==> src/rtl/spi_xfer_pkg.sv <==
package spi_xfer_pkg;
  typedef enum logic [1:0] {
    ST_IDLE,
    ST_WAIT,
    ST_SHIFT,
    ST_TAIL
  } xfer_state_t;
endpackage

==> src/rtl/spi_baud_gen.sv <==
module spi_baud_gen #(
  parameter int DIV_W = 4
) (
  input  logic             clk,
  input  logic             rst,
  input  logic             en,
  input  logic [DIV_W-1:0] div,
  output logic             tick
);
  localparam int CNT_W = 1 << DIV_W;

  logic [CNT_W-1:0] cnt;
  logic [DIV_W-1:0] eff;
  logic [CNT_W-1:0] lim;

  // code 0 is reserved: fall back to the smallest legal divisor
  assign eff  = (div == '0) ? DIV_W'(1) : div;
  assign lim  = (CNT_W'(1) << eff) - CNT_W'(1);
  assign tick = en && (cnt == lim);

  always_ff @(posedge clk) begin
    if (rst || !en || tick) cnt <= '0;
    else                    cnt <= cnt + CNT_W'(1);
  end
endmodule

==> src/rtl/spi_sel_drive.sv <==
module spi_sel_drive #(
  parameter int SEL_N = 3
) (
  input  logic         clk,
  input  logic         rst,
  input  logic [SEL_N:0] code,
  input  logic         drive,
  output logic [SEL_N-1:0] ss_n
);
  logic [SEL_N-1:0] hit;

  // lowest zero bit wins; all-ones in the low SEL_N bits selects nothing
  for (genvar i = 0; i < SEL_N; i++) begin : g_dec
    if (i == 0) begin : g_first
      assign hit[i] = ~code[0];
    end else begin : g_rest
      assign hit[i] = ~code[i] & (&code[i-1:0]);
    end
  end

  always_ff @(posedge clk) begin
    if (rst) ss_n <= '1;
    else     ss_n <= ~(hit & {SEL_N{drive}});
  end
endmodule

==> src/rtl/spi_xfer_engine.sv <==
module spi_xfer_engine
  import spi_xfer_pkg::*;
#(
  parameter int DIV_W  = 4,
  parameter int GAP_W  = 8,
  parameter int SEL_N  = 3,
  parameter int WORD_W = 8
) (
  input  logic              clk,
  input  logic              rst,
  input  logic [DIV_W-1:0]  cfg_div,
  input  logic              cfg_cpol,
  input  logic              cfg_cpha,
  input  logic [SEL_N:0]    cfg_sel,
  input  logic              cfg_force_sel,
  input  logic              cfg_manual_start,
  input  logic              start_pulse,
  input  logic [GAP_W-1:0]  cfg_lead_gap,
  input  logic [GAP_W-1:0]  cfg_word_gap,
  input  logic [WORD_W-1:0] tx_data,
  input  logic              tx_valid,
  output logic              tx_ready,
  output logic [WORD_W-1:0] rx_data,
  output logic              rx_valid,
  input  logic              rx_ready,
  output logic              rx_overflow,
  input  logic              miso,
  output logic              mosi,
  output logic              sclk,
  output logic [SEL_N-1:0]  ss_n,
  output logic              busy
);
  localparam int EDGES     = 2 * WORD_W;
  localparam int EDGE_W    = $clog2(EDGES);
  localparam int WAIT_W    = GAP_W + 2;
  localparam logic [EDGE_W-1:0] LAST_EDGE = EDGE_W'(EDGES - 1);

  xfer_state_t       state;
  logic [EDGE_W-1:0] edge_cnt;
  logic [WAIT_W-1:0] wait_cnt, wait_lim;
  logic [WORD_W-1:0] tx_sh, rx_sh, rx_final;
  logic              start_req, sclk_q, mosi_q;
  logic              tick, leading, begin_xfer, word_end, launch_ok;
  logic [WAIT_W-1:0] lead_lim, word_lim;

  assign lead_lim   = {1'b0, cfg_lead_gap, 1'b1};
  assign word_lim   = {1'b0, cfg_word_gap, 1'b1};
  assign leading    = ~edge_cnt[0];
  assign launch_ok  = cfg_manual_start ? (start_req | start_pulse) : 1'b1;
  assign begin_xfer = (state == ST_IDLE) && tx_valid && launch_ok;
  assign word_end   = (state == ST_SHIFT) && tick && (edge_cnt == LAST_EDGE);
  assign tx_ready   = begin_xfer || (word_end && tx_valid);
  assign rx_final   = cfg_cpha ? {rx_sh[WORD_W-2:0], miso} : rx_sh;
  assign busy       = (state != ST_IDLE);
  assign sclk       = sclk_q;
  assign mosi       = mosi_q;

  spi_baud_gen #(.DIV_W(DIV_W)) u_baud (
    .clk (clk),
    .rst (rst),
    .en  (busy),
    .div (cfg_div),
    .tick(tick)
  );

  spi_sel_drive #(.SEL_N(SEL_N)) u_sel (
    .clk  (clk),
    .rst  (rst),
    .code (cfg_sel),
    .drive(cfg_force_sel | busy),
    .ss_n (ss_n)
  );

  always_ff @(posedge clk) begin
    if (rst)             start_req <= 1'b0;
    else if (begin_xfer) start_req <= 1'b0;
    else if (start_pulse) start_req <= 1'b1;
  end

  always_ff @(posedge clk) begin
    if (rst) begin
      state       <= ST_IDLE;
      edge_cnt    <= '0;
      wait_cnt    <= '0;
      wait_lim    <= '0;
      tx_sh       <= '0;
      rx_sh       <= '0;
      mosi_q      <= 1'b0;
      sclk_q      <= 1'b0;
      rx_data     <= '0;
      rx_valid    <= 1'b0;
      rx_overflow <= 1'b0;
    end else begin
      rx_valid    <= 1'b0;
      rx_overflow <= 1'b0;
      case (state)
        ST_IDLE: begin
          sclk_q <= cfg_cpol;
          if (begin_xfer) begin
            mosi_q   <= tx_data[WORD_W-1];
            tx_sh    <= cfg_cpha ? tx_data : (tx_data << 1);
            state    <= ST_WAIT;
            wait_cnt <= '0;
            wait_lim <= lead_lim;
            edge_cnt <= '0;
          end
        end
        ST_WAIT: begin
          if (tick) begin
            if (wait_cnt == wait_lim - WAIT_W'(1)) begin
              wait_cnt <= '0;
              state    <= ST_SHIFT;
            end else begin
              wait_cnt <= wait_cnt + WAIT_W'(1);
            end
          end
        end
        ST_SHIFT: begin
          if (tick) begin
            sclk_q   <= ~sclk_q;
            edge_cnt <= edge_cnt + EDGE_W'(1);
            if (leading ^ cfg_cpha) rx_sh <= {rx_sh[WORD_W-2:0], miso};
            if ((cfg_cpha && leading) ||
                (!cfg_cpha && !leading && edge_cnt != LAST_EDGE)) begin
              mosi_q <= tx_sh[WORD_W-1];
              tx_sh  <= tx_sh << 1;
            end
            if (edge_cnt == LAST_EDGE) begin
              edge_cnt <= '0;
              if (rx_ready) begin
                rx_valid <= 1'b1;
                rx_data  <= rx_final;
              end else begin
                rx_overflow <= 1'b1;
              end
              if (tx_valid) begin
                // phase 1 launches on the next leading edge, so MOSI waits
                if (!cfg_cpha) mosi_q <= tx_data[WORD_W-1];
                tx_sh    <= cfg_cpha ? tx_data : (tx_data << 1);
                state    <= ST_WAIT;
                wait_cnt <= '0;
                wait_lim <= word_lim;
              end else begin
                state <= ST_TAIL;
              end
            end
          end
        end
        ST_TAIL: begin
          if (tick) state <= ST_IDLE;
        end
        default: state <= ST_IDLE;
      endcase
    end
  end
endmodule

==> config.mk <==
export PLATFORM = sky130hd
export DESIGN_NAME = spi_xfer_engine
export DESIGN_NICKNAME = d
export VERILOG_FILES = /design/src/rtl/spi_xfer_pkg.sv /design/src/rtl/spi_baud_gen.sv /design/src/rtl/spi_sel_drive.sv /design/src/rtl/spi_xfer_engine.sv
export SDC_FILE = /design/constraint.sdc
export NUM_CORES = 1
export LEC_CHECK = 0
export BUFFER_PORTS_ARGS = -buffer_cell sky130_fd_sc_hd__buf_2
export CAP_MARGIN = 30
export CORE_AREA = 2 2 128 92
export DETAILED_ROUTE_END_ITERATION = 10
export DIE_AREA = 0 0 130 94
export HOLD_SLACK_MARGIN = 0.02
export PLACE_DENSITY_LB_ADDON = 0.1
export RECOVER_POWER = 50
export SYNTH_ARGS = -nofsm -noshare
export SYNTH_HDL_FRONTEND = slang
export SYNTH_SLANG_ARGS = --single-unit
==> constraint.sdc <==
create_clock -name clk -period 4 [get_ports clk]
set_clock_uncertainty 0.2 [all_clocks]
set_input_delay 0.4 -clock clk [delete_from_list [all_inputs] [get_ports clk]]
set_output_delay 0.4 -clock clk [all_outputs]
set_load 0.005 [all_outputs]
==> impl_metrics.ini, run 1 <==
[timing]
finalMaxSlewViolations = 0
final-setup-viol-count = 0
rsz0062_at_grt = no
tns_ps = 0
tightest_slew_ps = 731
finalCriticalPeriod_ps = 3670
period_share = 0.918
fmax_ghz = 0.272
finalHoldViolations = 0
relSlewSlack = 0.513

[critical_path]
cp.required_ps = 4040
arrival_ps = 3710
ff2ff_setup_slack_ps = 910
startpoint_type = input pin
cp-end-kind = register
path_max_fanout = 18
crit_type = input pin to register

[floorplanning]
chipWidth_um = 130
num_rows = 32
start_util = 0.395
core_area_um2 = 10900
fp.dieH_um = 94
ioPinCount = 59
die-area_um2 = 12200

[clocking]
numCtsBuffers = 9
clk_latency_ps = 330
htreeDepth = 3
clk_transition_reported_paths_ps = 60
clock_sinks = 73
post_cts_buffers = 0
cts_resized = 0
clk_path_buf_depth = 2
cts_tree = done
cts_root_buf = clkbuf_16
cts_hold_buf = 0

[pwr]
irDropWorstVdd_mv = 0.192
clockPowerShare = 0.431
power_switching_mw = 0.459
p_total_mw = 1.79
combPwrFrac = 0.140
p_seq_frac = 0.429
intPower_mw = 1.34
p_sw_frac = 0.256
pwr_density_cell_nw_per_um2 = 359
p_leak_nw = 1.81

[logic_synthesis]
synthAdderAreaFrac = 0.0203
ys_seq_area_frac = 0.339
synth_top_flop_cell = dfxtp_1
synth_nets = 557
synth-xor-area-share = 0.0650
post_synth_num_cell_types = 64
synth_cells = 508
synth-simple-area-share = 0.233
synth_area_um2 = 4310
synth_top_area_frac = 0.339
synth_top_area_cell = dfxtp_1
ys_async_sr_fraction = 0
synth_area_leaders = dfxtp_1 (34%), xnor2_1 (3.9%), mux2i_1 (3.7%)
synth_compound_area_frac = 0.222
avgSynthCellArea_um2 = 8.49
muxShareOfSynthArea = 0.0580
synth_top_family_by_area = simple AND/OR/NAND/NOR gates
ys_ff_latch = 73
synth_warnings = 0
synth_edf_count = 0

[min_path]
hold_path_class = input pin to register

[routing]
drt_first_pass_iters = 5
viasPerCell = 5.42
final_antenna_net_count = 0
num_vias = 3878
drc = 0
finalWirelength_mm = 10.4
post_drt_wl_per_cell_um = 14.6
drt_iter0_markers = 243

[global_routing]
grt_overflow = 0
grt_pass1_vias = 3537
track_usage = 0.178
grt_antenna_before_repair = 0
grt_pass1_wl_mm = 17.4
grt_max_degree = 30

[cells_and_area]
syn_to_final_growth_pct = 15.9
antenna_cells = 0
nNetsFinal = 607
drive_above_1_share = 0.181

[status]
status = finished clean

[placed_design]
gp_congestion = 0.794
hpwl_mm = 7.66
portBuffers = 57

[flow_run]
maxCapViolCount = 0
==> critical path: stages <==
cell and delay (ps):
buf_2 170, nor3_1 350, inv_1 80, ha_1 310
xnor2_1 200, a221oi_1 290, o211ai_1 170, or3_1 550
nor4_4 340, clkbuf_2 430, a21oi_1 140, a311oi_2 270
==> per-stage QoR <==
stage	worst slack, ps	utilization	hold WS [ps]	area [um2]	std cells
after floorplan	570	-	221	4310	508
after global placement	184	0.434	243	4740	700
after detailed placement	126	0.434	249	4740	700
after CTS	473	0.460	41.1	5030	715
after global routing	77.0	0.458	38.7	5000	715
final	327	0.458	58.6	5000	715
==> sequential cells by signal, summed over array words and instances, names as in the netlist <==
name,cells
rx_data,8
state,2
rx_overflow,1
wait_lim,9
rx_valid,1
tx_sh,8
rx_sh,8
u_baud.cnt,16
start_req,1
edge_cnt,4
sclk,1
u_sel.ss_n,3
mosi,1
wait_cnt,10
==> cell type report <==
class	instances	area (um2)
well taps	153	191
flip-flops and latches	73	1460
clock inverters	6	60.1
inverters	28	105
fillers	1106	5930
multi-input cells	374	2580
repair buffers	72	373
clock buffers	9	225
==> cell usage after synthesis, types with 3 or more instances <==
cell	number
clkbuf_1	16
ha_1	7
o22ai_1	7
xnor2_1	19
a211oi_1	7
a22oi_1	10
nor3_1	12
nand3_1	24
nor2_1	37
and4_1	4
nand3b_1	3
nand4_1	13
inv_1	27
nand2_1	42
mux2i_1	16
o32ai_1	10
xor2_1	13
and2_1	5
nand2b_1	4
a311oi_2	9
buf_2	10
o21ai_0	9
a31oi_1	3
or2_2	4
nor3b_1	3
a32o_1	3
dfxtp_1	73
or3_1	13
nor4_1	3
a21oi_1	22
mux2_2	8
a311oi_1	9
a221oi_1	8
and3_1	11
==> cells in the final DEF, fill, tap and decap left out, drive strengths merged, types with 4 or more instances in the layout <==
master | netlist | routed
and3 | 11 | 11
o21ai | 11 | 11
nor3 | 12 | 12
mux2 | 8 | 8
and4 | 4 | 4
a21oi | 22 | 22
or3 | 13 | 13
a311oi | 18 | 18
clkinv | 1 | 4
o32ai | 10 | 10
and2 | 5 | 5
ha | 7 | 7
nor2 | 37 | 37
nand2b | 4 | 4
buf | 16 | 58
dfxtp | 73 | 73
nor4 | 4 | 4
xor2 | 13 | 13
nand3 | 24 | 24
mux2i | 16 | 16
inv | 27 | 27
nand2 | 42 | 42
clkbuf | 17 | 23
nand4 | 13 | 13
or2 | 4 | 4
xnor2 | 19 | 19
a221oi | 8 | 8
a22oi | 10 | 10
a211oi | 8 | 8
o22ai | 7 | 7
==> power by group through the flow <==
stage | sequential (mW) | clock [mW] | combinational (mW)
finish | 0.770 | 0.773 | 0.250
CTS | 0.770 | 0.801 | 0.252
global route | 0.773 | 0.837 | 0.277
detailed placement | 0.785 | 0 | 0.251
global placement | 0.785 | 0 | 0.248
floorplan | 0.779 | 0 | 0.178
==> worst paths after layout <==
kind                     from  depth (start not counted)          end
hold / removal       rx_ready                          2  rx_overflow
setup reg to reg  wait_lim[0]                         11  wait_cnt[8]
setup / recovery   cfg_div[1]                         12   rx_data[7]
hold reg to reg      rx_sh[7]                          2     rx_sh[7]
==> routing by layer <==
layer  routed length [um]  GRT usage  vias to the layer above
li1                     -          -                     2001
met1                 5350      0.256                     1793
met2                 4470      0.267                       78
met3                  547     0.0433                        6
met4                   59     0.0448                        0
met5                    0          0                        -
==> kinds of logic (layout without fill, tap and decap cells) <==
| group | after synthesis | count (layout) |
|---|---|---|
| buffers and inverters | 61 | 115 |
| and+or+nand+nor | 190 | 190 |
| xor gates and xnor gates | 32 | 32 |
| muxes | 24 | 24 |
| other | 1 | 1 |
| DFF | 73 | 73 |
| adders and majority gates | 7 | 7 |
| AOI/OAI and AO/OA | 120 | 120 |
Note: power is estimated with default switching activity, not from simulation.
==> run 2, diff against run 1 <==
- clock period: 4 -> 3.9 ns (I/O delays scaled with it)
==> impl_metrics.ini, run 2 (same netlist as run 1, synthesis figures left out) <==
[placed_design]
hpwl_mm = 7.99
portBuffers = 57
gp_congestion = 0.800

[timing]
final-setup-viol-count = 0
fmax_ghz = 0.291
finalMaxSlewViolations = 0
rsz0062_at_grt = no
period_share = 0.881
tns_ps = 0
tightest_slew_ps = 750
hold_slack_ps = 48.7
relSlewSlack = 0.500
finalCriticalPeriod_ps = 3430
finalHoldViolations = 0

[critical_path]
rr_endpoint = wait_cnt[8]
arrival_ps = 3460
cp.required_ps = 3930
cp-end-kind = register
path_max_fanout = 10
startpoint_type = input pin
r2r_cells = 11
r2r_start = wait_lim[0]
ff2ff_setup_slack_ps = 670
crit_type = input pin to register

[clocking]
clk_latency_ps = 330
cts_hold_buf = 0
clock_sinks = 73
post_cts_buffers = 0
clk_path_buf_depth = 2
cts_resized = 0
clk_transition_reported_paths_ps = 60
htreeDepth = 3
cts_tree = done
numCtsBuffers = 9
cts_root_buf = clkbuf_16

[floorplanning]
die-area_um2 = 12200
ioPinCount = 59
start_util = 0.395
num_rows = 32
core_area_um2 = 10900
chipWidth_um = 130
fp.dieH_um = 94

[global_routing]
grt_pass1_wl_mm = 18.3
grt_max_degree = 37
grt_overflow = 0
track_usage = 0.190
grt_antenna_before_repair = 0
grt_pass1_vias = 3682

[cells_and_area]
fin_util = 0.464
multi_input_area_um2 = 2580
nNetsFinal = 608
top_register = u_baud.cnt
largest_reg_flops = 16
mostFrequentLayoutCells = dfxtp_1 (73), buf_2 (47), nand2_1 (42), nor2_1 (37), inv_1 (27)
ff_latch_area_um2 = 1460
final_common_cell = dfxtp_1
antenna_cells = 0
reg_top3 = u_baud.cnt (16), wait_cnt (10), wait_lim (9)
drive_above_1_share = 0.184
syn_to_final_growth_pct = 17.5
fillCellCount = 1102

[pwr]
irDropWorstVdd_mv = 0.202
p_leak_nw = 1.85
pwr_density_cell_nw_per_um2 = 395

[routing]
viasPerCell = 5.53
final_antenna_net_count = 0
drc = 0
drt_first_pass_iters = 5
drt_iter0_markers = 262
post_drt_wl_per_cell_um = 15.4
finalWirelength_mm = 11.1
num_vias = 3968

[min_path]
hold_path_depth = 2
hold_path_end = rx_overflow
min-delay-start = rx_ready
hold_path_class = input pin to register

[status]
status = finished clean

[flow_run]
maxCapViolCount = 0
[run 2: cell types whose count changed in the layout (fill, tap and decap cells not counted)]
cell,change
clkinvlp_4,-2
clkbuf_2,-1
buf_4,+2
clkbuf_8,+1
bufinv_16,+2
[run 2: layout make-up]
cell class,count,area share
inverters,28,0.0207
clock inverters,6,0.0207
clock buffers,10,0.0471
well taps,153,0.0378
flip-flops and latches,73,0.288
multi-input cells,374,0.510
repair buffers,73,0.0755
[run 2: where the power goes]
group / switching, mW / internal [mW] / total, mW
logic: 0.146 / 0.114 / 0.260
clock network: 0.315 / 0.639 / 0.953
registers: 0.0219 / 0.768 / 0.790
total: 0.483 / 1.52 / 2.00
[run 2: per-layer routing]
metal  share of wire  wire length [um]  GRT usage
met4          0.0034                38     0.0529
met5               0                 0          0
met1            0.51              5700      0.268
met3           0.031               345     0.0450
met2            0.45              4980      0.288
[run 2: worst max-delay path by stage]
| stage | startpoint | to | slack, ps | cells after the start |
|---|---|---|---|---|
| 3_3_place_gp | cfg_div[1] | tx_sh[0] | 210 | 11 |
| 3_5_place_dp | cfg_div[1] | tx_sh[5] | 130 | 11 |
| 6_report | cfg_div[1] | tx_sh[5] | 470 | 11 |
| 4_1_cts | cfg_div[1] | tx_sh[5] | 480 | 11 |
| 5_1_grt | cfg_div[1] | tx_sh[2] | 220 | 11 |
| 2_1_floorplan | cfg_div[3] | rx_sh[3] | 480 | 14 |
[run 2: worst max-delay path, stage by stage]
cell      delay (ps)
buf_2            100
nor3_1           320
inv_1             80
ha_1             310
xnor2_1          190
a221oi_1         260
o211ai_1         150
or3_1            560
o41ai_4          500
o31ai_2          250
a221oi_1         340
[run 2: stage by stage]
step / power, mW / cell area, um2 / worst slack, ps / std cells
floorplan: 0.981 / 4310 / 480 / 508
global placement: 1.06 / 4750 / 210 / 701
detailed placement: 1.07 / 4750 / 131 / 701
CTS: 2.03 / 5090 / 484 / 717
global route: 2.09 / 5070 / 221 / 717
finish: 2.00 / 5070 / 465 / 717
==> run 3, diff against run 2 <==
--- a/config.mk
+++ b/config.mk
@@ -7,7 +7,9 @@
 export LEC_CHECK = 0
+export ABC_AREA = 1
 export BUFFER_PORTS_ARGS = -buffer_cell sky130_fd_sc_hd__buf_2
 export CAP_MARGIN = 30
-export CORE_AREA = 2 2 128 92
+export CORE_AREA = 2 2 132 95
 export DETAILED_ROUTE_END_ITERATION = 10
-export DIE_AREA = 0 0 130 94
+export DIE_AREA = 0 0 134 97
+export GPL_TIMING_DRIVEN = 0
 export HOLD_SLACK_MARGIN = 0.02
--- a/constraint.sdc
+++ b/constraint.sdc
@@ -4,2 +4,2 @@
 set_output_delay 0.39 -clock clk [all_outputs]
-set_load 0.005 [all_outputs]
+set_load 0.01 [all_outputs]
==> impl_metrics.ini, run 3 <==
[placed_design]
portBuffers = 56
hpwl_mm = 9.81
gp_congestion = 0.917

[cells_and_area]
mostFrequentLayoutCells = nand2_1 (219), nor2_1 (117), inv_1 (82), dfxtp_1 (73), nand3_1 (65)
final_common_cell = nand2_1
fillCellCount = 1257
multi_input_area_um2 = 2650
syn_to_final_growth_pct = 15.1
nNetsFinal = 861
reg_top3 = u_baud.cnt (16), wait_cnt (10), wait_lim (9)
top_register = u_baud.cnt
antenna_cells = 0
drive_above_1_share = 0.111
ff_latch_area_um2 = 1460
fin_util = 0.455
largest_reg_flops = 16

[floorplanning]
start_util = 0.395
fp.dieH_um = 97
num_rows = 33
core_area_um2 = 11600
die-area_um2 = 13000
chipWidth_um = 134
ioPinCount = 59

[routing]
num_vias = 4808
post_drt_wl_per_cell_um = 13.2
drc = 0
highest_layer = met4
wl_met1_mm = 7.06
routed-wl-met2_mm = 4.91
viasPerCell = 4.94
finalWirelength_mm = 12.8
drt_first_pass_iters = 6
wl_met3_um = 765
drt_iter0_markers = 330
final_antenna_net_count = 0

[logic_synthesis]
synth_warnings = 0
synth_edf_count = 0
synth_nets = 794
synth_top_area_cell = dfxtp_1
post_synth_num_cell_types = 35
ys_seq_area_frac = 0.319
avgSynthCellArea_um2 = 6.16
synthAdderAreaFrac = 0.0191
synth_top_flop_cell = dfxtp_1
synth_most_common_cell = nand2_1
synth_compound_area_frac = 0.102
synth_common_cells = nand2_1 (219), nor2_1 (116), inv_1 (81)
synth-simple-area-share = 0.438
synth_area_um2 = 4590
muxShareOfSynthArea = 0
synth_top_area_frac = 0.319
synth_area_leaders = dfxtp_1 (32%), nand2_1 (18%), nor2_1 (9.5%)
synth_top_family_by_area = simple AND/OR/NAND/NOR gates
ys_async_sr_fraction = 0
synth-xor-area-share = 0.0248
synth_cells = 745
ys_ff_latch = 73

[clocking]
cts_root_buf = clkbuf_16
clk_path_buf_depth = 2
cts_hold_buf = 0
clk_latency_ps = 340
clk_transition_reported_paths_ps = 60
post_cts_buffers = 0
htreeDepth = 3
cts_tree = done
numCtsBuffers = 9
cts_resized = 0
clock_sinks = 73

[timing]
finalCriticalPeriod_ps = 3380
finalHoldViolations = 0
tns_ps = 0
finalMaxSlewViolations = 0
tightest_slew_ps = 713
rsz0062_at_grt = no
period_share = 0.866
relSlewSlack = 0.524
final-setup-viol-count = 0
fmax_ghz = 0.296

[global_routing]
grt_max_degree = 14
grt_antenna_before_repair = 0
grt_overflow = 0
grt_pass1_wl_mm = 21.1
grt_pass1_vias = 4319
track_usage = 0.204

[critical_path]
crit_type = input pin to output port
cp-end-kind = output port
crit_top_cell = nand2_1
critical-path-top-delay-family = simple AND/OR/NAND/NOR gates
worst-path-buf-inv = 5
path_depth = 19
path_max_fanout = 10
startpoint_type = input pin
slowest_stage = nor2_1
cp_cell_sequence = clkbuf_1 -> nor2_1 -> nand2_2 -> ha_1 -> inv_1 -> nand2_1 -> nand2_1 -> nand2_1 -> nand2_1 -> nand2_1 -> nor2_1 -> nand2_1 -> nor2_4 -> nand3_4 -> nand2_4 -> nand2_4 -> buf_6 -> inv_1 -> buf_2
r2r_cells = 12
arrival_ps = 2790
cp.required_ps = 3310
cpPeakStageDelay_ps = 340

[pwr]
intPower_mw = 1.60
p_seq_frac = 0.343
power_switching_mw = 1.07
pwr_density_cell_nw_per_um2 = 506
clockPowerShare = 0.292
irDropWorstVdd_mv = 0.210
combPwrFrac = 0.365
p_leak_nw = 2.48
p_sw_frac = 0.400

[min_path]
hold_path_class = input pin to register
hold_path_depth = 2

[flow_run]
maxCapViolCount = 0

[status]
status = finished clean
==> run 3: cell type report <==
type,count,area share
multi-input combinational,564,0.502
sequential,73,0.277
inverter,91,0.0647
timing repair buffer,56,0.0488
clock buffer,10,0.0452
tap,157,0.0372
buffer,17,0.0168
clock inverter,6,0.00805
==> run 3: metrics by stage <==
stage	std cells	area, um2	power (mW)	worst slack, ps	hold WS [ps]
final	974	5280	2.67	521	54.6
after global routing	974	5280	2.88	300	62.9
after CTS	974	5350	2.70	673	56.4
after detailed placement	958	5060	1.90	677	257
after global placement	958	5060	1.89	681	254
after floorplan	745	4590	1.65	1140	230
==> run 3: metal layers <==
metal / vias to the layer above / GRT usage
met2: 152 / 0.277
met4: 0 / 0.0475
met5: - / 0
met1: 2141 / 0.319
met3: 11 / 0.0435
li1: 2504 / -
==> run 3: path summary, 6_finish.rpt <==
check / from / to / slack [ps]
max: cfg_div[2] / tx_ready / 520
min: rx_ready / rx_overflow / 50
max reg2reg: edge_cnt[0] / wait_cnt[9] / 1240
min reg2reg: edge_cnt[3] / edge_cnt[3] / 260
==> run 3: kinds of logic after synthesis <==
logic type                 count (synthesis)
adders and majority gates                  7
AOI/OAI and AO/OA                         86
buffers and inverters                    108
and+or+nand+nor                          457
xor gates and xnor gates                  13
DFF                                       73
other                                      1
==> run 3: worst reg2reg max path: stages (launching register included) <==
cell,delay [ps]
dfxtp_1,410
ha_1,210
nand2_1,90
nor2_2,230
inv_1,90
nand2_1,80
inv_1,50
a21oi_1,280
o211a_2,350
buf_2,260
a21oi_1,100
nor2_1,110
nor2_1,40
==> run 3: power groups by stage <==
| stage | Clock [mW] | Combinational [mW] | Sequential (mW) |
|---|---|---|---|
| after floorplan | 0 | 0.743 | 0.908 |
| after global placement | 0 | 0.962 | 0.927 |
| after detailed placement | 0 | 0.974 | 0.927 |
| after CTS | 0.802 | 0.986 | 0.913 |
| after global routing | 0.835 | 1.12 | 0.926 |
| final | 0.780 | 0.976 | 0.916 |
